$ cat src/rtl/io_dec_pkg.sv
package io_dec_pkg;

    typedef enum logic [1:0] {
        DEC_NONE     = 2'd0,
        DEC_INTERNAL = 2'd1,
        DEC_FORWARD  = 2'd2,
        DEC_IGNORE   = 2'd3
    } dec_e;

    localparam logic [15:0] PORT_CFG_ADDR = 16'h0CF8;
    localparam logic [15:0] PORT_RESET    = 16'h0CF9;
    localparam logic [15:0] PORT_CFG_DATA = 16'h0CFC;

endpackage

$ cat src/rtl/io_alias_map.sv
module io_alias_map #(
    parameter int AW  = 16,
    parameter int WIN = 10
) (
    input  logic          en,
    input  logic [AW-1:0] addr_in,
    output logic [AW-1:0] addr_out
);
    logic expansion;

    always_comb begin
        expansion = (|addr_in[AW-1:WIN]) && (|addr_in[WIN-1:WIN-2]);
        if (en && expansion)
            addr_out = {{(AW-WIN){1'b0}}, addr_in[WIN-1:0]};
        else
            addr_out = addr_in;
    end
endmodule

$ cat src/rtl/io_range_match.sv
module io_range_match #(
    parameter int AW = 16,
    parameter int NR = 2
) (
    input  logic           clk,
    input  logic           rst_n,
    input  logic [AW-1:0]  addr,
    input  logic [NR-1:0]  win_en,
    input  logic [NR*AW-1:0] win_lo,
    input  logic [NR*AW-1:0] win_hi,
    output logic           match
);
    logic [NR-1:0] hit;

    for (genvar i = 0; i < NR; i++) begin : g_win
        assign hit[i] = win_en[i] &&
                        (addr >= win_lo[i*AW +: AW]) &&
                        (addr <= win_hi[i*AW +: AW]);
    end

    assign match = |hit;

    // with every window disabled nothing can match
    assert_disabled_R5: assert property (@(posedge clk) disable iff (!rst_n)
        (win_en == '0) |-> !match);
endmodule

$ cat src/rtl/io_cfg_addr_reg.sv
module io_cfg_addr_reg #(
    parameter int DW = 32
) (
    input  logic          clk,
    input  logic          rst_n,
    input  logic          wr_en,
    input  logic [DW-1:0] wdata,
    output logic [DW-1:0] q
);
    always_ff @(posedge clk or negedge rst_n) begin
        if (!rst_n)     q <= '0;
        else if (wr_en) q <= wdata;
    end

    assert_load_R2: assert property (@(posedge clk) disable iff (!rst_n)
        wr_en |=> (q == $past(wdata)));

    assert_hold_R2: assert property (@(posedge clk) disable iff (!rst_n)
        !wr_en |=> $stable(q));
endmodule

$ cat src/rtl/io_claim_decoder.sv
module io_claim_decoder
    import io_dec_pkg::*;
#(
    parameter int AW  = 16,
    parameter int NR  = 2,
    parameter int DW  = 32,
    parameter int PAW = 32
) (
    input  logic             clk,
    input  logic             rst_n,
    input  logic             role_aux,
    input  logic             alias_en,
    input  logic [NR-1:0]    rng_en,
    input  logic [NR*AW-1:0] rng_base,
    input  logic [NR*AW-1:0] rng_limit,
    input  logic             host_valid,
    input  logic             host_write,
    input  logic [AW-1:0]    host_addr,
    input  logic [DW/8-1:0]  host_be,
    input  logic [DW-1:0]    host_wdata,
    input  logic             pci_valid,
    input  logic [PAW-1:0]   pci_addr,
    output logic [DW-1:0]    cfg_addr,
    output logic             hit_cfg_addr,
    output logic             hit_cfg_data,
    output logic             hit_reset,
    output logic             host_internal,
    output logic             host_forward,
    output logic             host_ignore,
    output logic             pci_to_host
);
    localparam int BEW = DW / 8;

    dec_e          dec;
    logic [AW-1:0] host_folded;
    logic          host_in_win;
    logic          pci_in_win;
    logic          pci_above;
    logic          sel_cfg_addr, sel_cfg_data, sel_reset;
    logic          cfg_wr;

    io_alias_map #(.AW(AW), .WIN(10)) u_alias (
        .en(alias_en), .addr_in(host_addr), .addr_out(host_folded)
    );

    io_range_match #(.AW(AW), .NR(NR)) u_host_win (
        .clk(clk), .rst_n(rst_n), .addr(host_folded),
        .win_en(rng_en), .win_lo(rng_base), .win_hi(rng_limit), .match(host_in_win)
    );

    io_range_match #(.AW(AW), .NR(NR)) u_pci_win (
        .clk(clk), .rst_n(rst_n), .addr(pci_addr[AW-1:0]),
        .win_en(rng_en), .win_lo(rng_base), .win_hi(rng_limit), .match(pci_in_win)
    );

    io_cfg_addr_reg #(.DW(DW)) u_cfg (
        .clk(clk), .rst_n(rst_n), .wr_en(cfg_wr), .wdata(host_wdata), .q(cfg_addr)
    );

    // own-port selection
    always_comb begin
        sel_cfg_addr = (host_addr == PORT_CFG_ADDR) && (host_be == {BEW{1'b1}});
        sel_cfg_data = (host_addr == PORT_CFG_DATA) && cfg_addr[DW-1];
        sel_reset    = (host_addr == PORT_RESET) && !role_aux;
    end

    // decision
    always_comb begin
        if (!host_valid)
            dec = DEC_NONE;
        else if (sel_cfg_addr || sel_cfg_data || sel_reset)
            dec = DEC_INTERNAL;
        else if (role_aux ? host_in_win : !host_in_win)
            dec = DEC_FORWARD;
        else
            dec = DEC_IGNORE;
    end

    // outputs
    always_comb begin
        hit_cfg_addr  = 1'b0;
        hit_cfg_data  = 1'b0;
        hit_reset     = 1'b0;
        host_internal = 1'b0;
        host_forward  = 1'b0;
        host_ignore   = 1'b0;
        unique case (dec)
            DEC_NONE: ;
            DEC_INTERNAL: begin
                host_internal = 1'b1;
                hit_cfg_addr  = sel_cfg_addr;
                hit_cfg_data  = sel_cfg_data;
                hit_reset     = sel_reset;
            end
            DEC_FORWARD: host_forward = 1'b1;
            DEC_IGNORE:  host_ignore  = 1'b1;
            default: ;
        endcase
    end

    assign cfg_wr = hit_cfg_addr && host_write;

    assign pci_above   = |pci_addr[PAW-1:AW];
    assign pci_to_host = pci_valid && !pci_above && (role_aux ? !pci_in_win : pci_in_win);

    assert_onehot_R10: assert property (@(posedge clk) disable iff (!rst_n)
        host_valid |-> ($countones({host_internal, host_forward, host_ignore}) == 1));

    assert_quiet_R10: assert property (@(posedge clk) disable iff (!rst_n)
        !host_valid |-> !(host_internal || host_forward || host_ignore ||
                          hit_cfg_addr || hit_cfg_data || hit_reset));

    assert_reset_role_R4: assert property (@(posedge clk) disable iff (!rst_n)
        hit_reset |-> !role_aux);

    assert_data_enable_R3: assert property (@(posedge clk) disable iff (!rst_n)
        hit_cfg_data |-> cfg_addr[DW-1]);

    assert_pci_limit_R9: assert property (@(posedge clk) disable iff (!rst_n)
        pci_to_host |-> (pci_valid && (pci_addr[PAW-1:AW] == '0)));
endmodule

$ cat config.mk
export PLATFORM = sky130hd
export DESIGN_NAME = io_claim_decoder
export DESIGN_NICKNAME = d
export VERILOG_FILES = /design/src/rtl/io_dec_pkg.sv /design/src/rtl/io_alias_map.sv /design/src/rtl/io_range_match.sv /design/src/rtl/io_cfg_addr_reg.sv /design/src/rtl/io_claim_decoder.sv
export SDC_FILE = /design/constraint.sdc
export NUM_CORES = 1
export LEC_CHECK = 0
export BUFFER_PORTS_ARGS = -buffer_cell sky130_fd_sc_hd__buf_2
export CAP_MARGIN = 20
export CORE_ASPECT_RATIO = 1.4
export CORE_MARGIN = 10
export CORE_UTILIZATION = 50
export CTS_CLUSTER_DIAMETER = 200
export DETAILED_ROUTE_END_ITERATION = 10
export HOLD_SLACK_MARGIN = 0.06
export MAX_ROUTING_LAYER = met4
export PLACE_DENSITY = 0.94
export SYNTH_ARGS = -nofsm -noshare
export SYNTH_HDL_FRONTEND = slang
export SYNTH_SLANG_ARGS = --single-unit
export TNS_END_PERCENT = 20
$ cat constraint.sdc
create_clock -name clk -period 3.7 [get_ports clk]
set_clock_uncertainty 0.05 [all_clocks]
set_input_delay 0.555 -clock clk [delete_from_list [all_inputs] [get_ports clk]]
set_output_delay 0.555 -clock clk [all_outputs]
set_load 0.01 [all_outputs]
# After elaboration in Yosys (flattened, before gate mapping)
# Index checks and enable logic that the tools add are counted.
[classes] order_cmp=8 n_eq_ne=7 n_mux=12 n_reduce_logical=27
[ops] op="greater-or-equal comparator 16 bit" n=4
[ops] op="<= comparator 16 bit" n=4
[ops] op="== test 16 x 12 -> 1 bit (second input constant)" n=3
[ops] op="logical AND 1 bit" n=16
[ops] op="2-to-1 mux 16 bit" n=1
[ops] op="OR reduction 16 bit" n=1
[ops] op="2-to-1 mux 1 bit" n=9
[ops] op="OR reduction 2 bit" n=3
[ops] op="OR reduction 6 bit" n=1
[ops] op="== test 2 bit (second input constant)" n=2
[ops] op="== test 4 bit (second input constant)" n=1
[ops] op="zero test 1 bit" n=4
[ops] op="2-to-1 mux 2 bit" n=2
[ops] op="== test 2 x 1 -> 1 bit (second input constant)" n=1
[ops] op="logical OR 1 bit" n=2
[totals] reg_bits=32 inputBits=157 out_inout_bits=39 word_cells=55

# Longest topological paths before layout
[logic_depth] word_depth=16 depth_mapped=12

# Cells and area by module
# Synthesis repeated with hierarchy kept, for this count alone.
[hier_totals] cells_unflattened=563 area_unflattened_um2=4857.2
[by_module_without_submodules] mod="io_range_match" n_inst=2 cells_each=224 area_per_inst_um2=1581.5 seq_area_each_um2=0.0
[by_module_without_submodules] mod="io_cfg_addr_reg" n_inst=1 cells_each=68 area_per_inst_um2=1345.0 seq_area_each_um2=800.8
[by_module_without_submodules] mod="io_claim_decoder" n_inst=1 cells_each=30 area_per_inst_um2=227.7 seq_area_each_um2=0.0
[by_module_without_submodules] mod="io_alias_map" n_inst=1 cells_each=17 area_per_inst_um2=121.4 seq_area_each_um2=0.0

# Least setup slack after synthesis
# Ideal clock, no wire load.
[synth_timing] path_type="input -> output" start="input host_addr[8]" end="output host_forward" t_arrival_ns=2.740 required_time_ns=3.095 slack_ns=0.355 stages=11 path_cell_list="o21ai_1 -> clkbuf_1 -> and2_1 -> ha_1 -> a41oi_1 -> o31ai_1 -> a2111oi_0 -> a21oi_1 -> o22ai_1 -> xnor2_1 -> nor2b_1"
[synth_between] elab_chain_len=15 elab_cells_between_ends=28 cone_classes="order compare: 4; eq/ne: 4; mux: 6; reduce/logical: 14"
[synth_lines] element="start, declared" line_no="io_claim_decoder.sv:18" source="input logic [AW-1:0] host_addr,"
[synth_lines] element="OR reduction 2 bit" line_no="io_alias_map.sv:12" source="expansion = (|addr_in[AW-1:WIN]) && (|addr_in[WIN-1:WIN-2]);"
[synth_lines] element="logical AND 1 bit" line_no="io_alias_map.sv:12"
[synth_lines] element="logical AND 1 bit" line_no="io_alias_map.sv:13" source="if (en && expansion)"
[synth_lines] element="2-to-1 mux 16 bit" line_no="io_alias_map.sv:13"
[synth_lines] element="greater-or-equal comparator 16 bit" line_no="io_range_match.sv:17" source="(addr >= win_lo[i*AW +: AW]) &&"
[synth_lines] element="logical AND 1 bit" line_no="io_range_match.sv:16" source="assign hit[i] = win_en[i] &&"
[synth_lines] element="logical AND 1 bit" line_no="io_range_match.sv:17"
[synth_lines] element="OR reduction 2 bit" line_no="io_range_match.sv:21" source="assign match = |hit;"
[synth_lines] element="zero test 1 bit" line_no="io_claim_decoder.sv:73" source="else if (role_aux ? host_in_win : !host_in_win)"
[synth_lines] element="2-to-1 mux 1 bit (2 in a row)" line_no="io_claim_decoder.sv:73"
[synth_lines] element="2-to-1 mux 2 bit *" line_no="io_claim_decoder.sv:71" source="else if (sel_cfg_addr || sel_cfg_data || sel_reset)"
[synth_lines] element="2-to-1 mux 2 bit *" line_no="io_claim_decoder.sv:69" source="if (!host_valid)"
[synth_lines] element="== test 2 bit *" line_no="io_claim_decoder.sv:87" source="unique case (dec)"
[synth_lines] element="2-to-1 mux 1 bit *" line_no="io_claim_decoder.sv:87"
[synth_lines] element="end, declared" line_no="io_claim_decoder.sv:28" source="output logic host_forward,"
# Every way passes the cells marked *; elsewhere a longest branch is shown, timed or not.

# Worst setup path after layout
# Ends and elaborated chain as after synthesis.

==> results.tsv <==
metric	value	unit
start_util	51.0	%
reg2regPathDepth	1	
worst_slew_pin_slew	0.991	ns
yosys_warnings	0	
htreeDepth	2	
path_class	in2out	
clock_path_buffers	2	
cp_slowest_cell	nor4_1	
pwr-share-comb	40.5	%
multi_input_area	3480	sq um
clkTransAtPathRegs	0.06	ns
ys.flop_type	dfrtp_1	
drv_slew	0	
final_nets	986	
fmax	278	MHz
syn-num-nets	783	
layout_min_cycle_time	3.59	ns
syn_area	4580	sq um
grt_pass1_wl	26.1	mm
grt_pass1_vias	5339	
synthArstFlopShare	100	%
seqPwrFrac	28.0	%
nFillCells	764	
p_int	824	uW
pwr-share-clk	31.5	%
cp_cell_sequence	buf_2 -> o21ai_1 -> buf_4 -> and2_1 -> buf_4 -> ha_1 -> o2111ai_1 -> nor4_1 -> o41ai_2 -> o22ai_2 -> xnor2_1 -> nor2b_1 -> buf_2	
max_stage_delay	0.52	ns
drt_first_pass_iters	5	
rsz0062_at_grt	false	
post_cts_buffers	0	
crit_required	3.09	ns
end_kind	output port	
cts_resized	0	
p_per_area	213	nW/um^2
vias	4783	
reg_top3	u_cfg.q x32	
antenna_cells	0	
regMostFlops	u_cfg.q	
wl_per_cell	20.2	um
clock-sinks	32	
post-dp-hpwl	14.6	mm
final_cells	817	
drc_errors	0	
largest_reg_flops	32	
startpoint_type	input pin	
p_leak	0.00351	uW
final_antenna_net_count	0	
hp-class	in2async	
cap_violations	0	
ys_ff_latch	32	
dp.cells	809	
cts-root-buf	clkbuf_16	
io_pins	196	
setup_tns	0	ns
die_w	101	um
hold_viol	0	
dieArea	13400	sq um
grtUsageTotal	24.4	%
fin_crit_sh	97.2	%
num_rows	41	
switching_power	426	uW
synth.avg_cell_area	9.05	sq um
die_h	133	um
grt-ovfl-total	0	
core_area	8980	sq um
swShare	34.1	%
synthCells	506	
antenna_found_initial	0	
seq_area	801	sq um
clk_latency	0.27	ns
final_cell_mix	195 x buf_2, 120 x ha_1, 70 x inv_1	
peakVddDrop	0.000273	V
cts_tree	built	
maxSlewHeadroom	33.7	%
arrival	2.99	ns
routabilityCongestion	0.988	
numCtsBuffers	5	
drive_above_1_share	35.9	%
synth-edff-count	0	
setup_violations	0	
drt-vias-per-instance	5.85	
grt_max_degree	33	
mostFrequentLayoutCell	buf_2	
status	completed	
area_growth	27.9	%
cp_max_fo	13	
drtIter0Drc	192	
port_buffers	195	
wirelength	16.5	mm
ys_types	53	
ctsHoldBuffers	0	
synth-seq-area-share	17.5	%
cell type report:
cell class | count | share of cell area, %
clock buffers | 5 | 2.14
inverters | 70 | 4.48
multi-input cells | 397 | 59.4
clock inverters | 3 | 0.320
flip-flops and latches | 32 | 13.7
repair buffers | 203 | 17.7
well taps | 107 | 2.28
routing by layer:
metal,track usage (%),vias to the layer above,part of all wire (%)
li1,-,2279,-
met1,24.7,2214,37
met2,43.6,234,51
met3,4.19,56,7.0
met4,12.0,0,5.1
met5,-,-,0
final timing paths:
kind	start	slack (ns)	end
worst max-delay path	host_addr[8]	0.11	host_forward
worst min-delay path	rst_n	0.27	u_cfg.q[17]
worst max register to register	u_cfg.q[31]	2.85	u_cfg.q[31]
worst min register to register	u_cfg.q[20]	0.45	u_cfg.q[20]
max in group asynchronous	rst_n	2.89	u_cfg.q[29]
min in group clk	u_cfg.q[20]	0.45	u_cfg.q[20]
synthesized netlist by cell type, drive strengths merged (6+ instances only):
cell type / n / area share [%]
o21ai: 20 / 2.2
inv: 70 / 5.7
dfrtp: 32 / 17
mux2: 32 / 10
nor2: 18 / 1.5
a21oi: 39 / 4.3
o21a: 7 / 1.1
nand4: 15 / 2.0
nand2: 21 / 1.8
nor4: 10 / 1.4
ha: 120 / 33
nor2b: 6 / 0.82
a21o: 20 / 3.3
nand3: 14 / 1.5
nor3: 9 / 1.3
through the flow:
step	hold WS [ns]	cell area, sq um	util (%)	setup WS (ns)	power, uW
after floorplan	0.209	4580	-	0.355	629
after global placement	0.439	5690	63.4	0.145	831
after detailed placement	0.437	5690	63.4	0.0840	850
after CTS	0.287	5840	65.0	0.0804	1250
after global routing	0.311	5860	65.3	0.0191	1330
final	0.266	5860	65.3	0.105	1250
power groups by stage:
stage / Clock [uW] / Sequential, uW / Combinational [uW]
3_3_place_gp: 0 / 356 / 474
2_1_floorplan: 0 / 356 / 273
5_1_grt: 414 / 350 / 566
4_1_cts: 399 / 350 / 497
3_5_place_dp: 0 / 356 / 493
6_report: 393 / 350 / 505
logic make-up (layout without fill, tap and decap cells):
family	Yosys count	count (layout)	synth area share, %
xor gates and xnor gates	4	4	0.765
AOI/OAI and AO/OA	122	122	17.1
DFF	32	32	17.5
buffers and inverters	77	281	6.99
and+or+nand+nor	116	116	13.9
adders and majority gates	121	121	33.0
muxes	34	34	10.8
worst max-delay path, delay by kind of cell:
family / cells / cell delay (ns)
buffers and inverters: 4 / 0.56
adders and majority gates: 1 / 0.29
and+or+nand+nor: 3 / 0.85
AOI/OAI and AO/OA: 4 / 0.56
xor gates and xnor gates: 1 / 0.16
(Power assumes the default switching activity.)
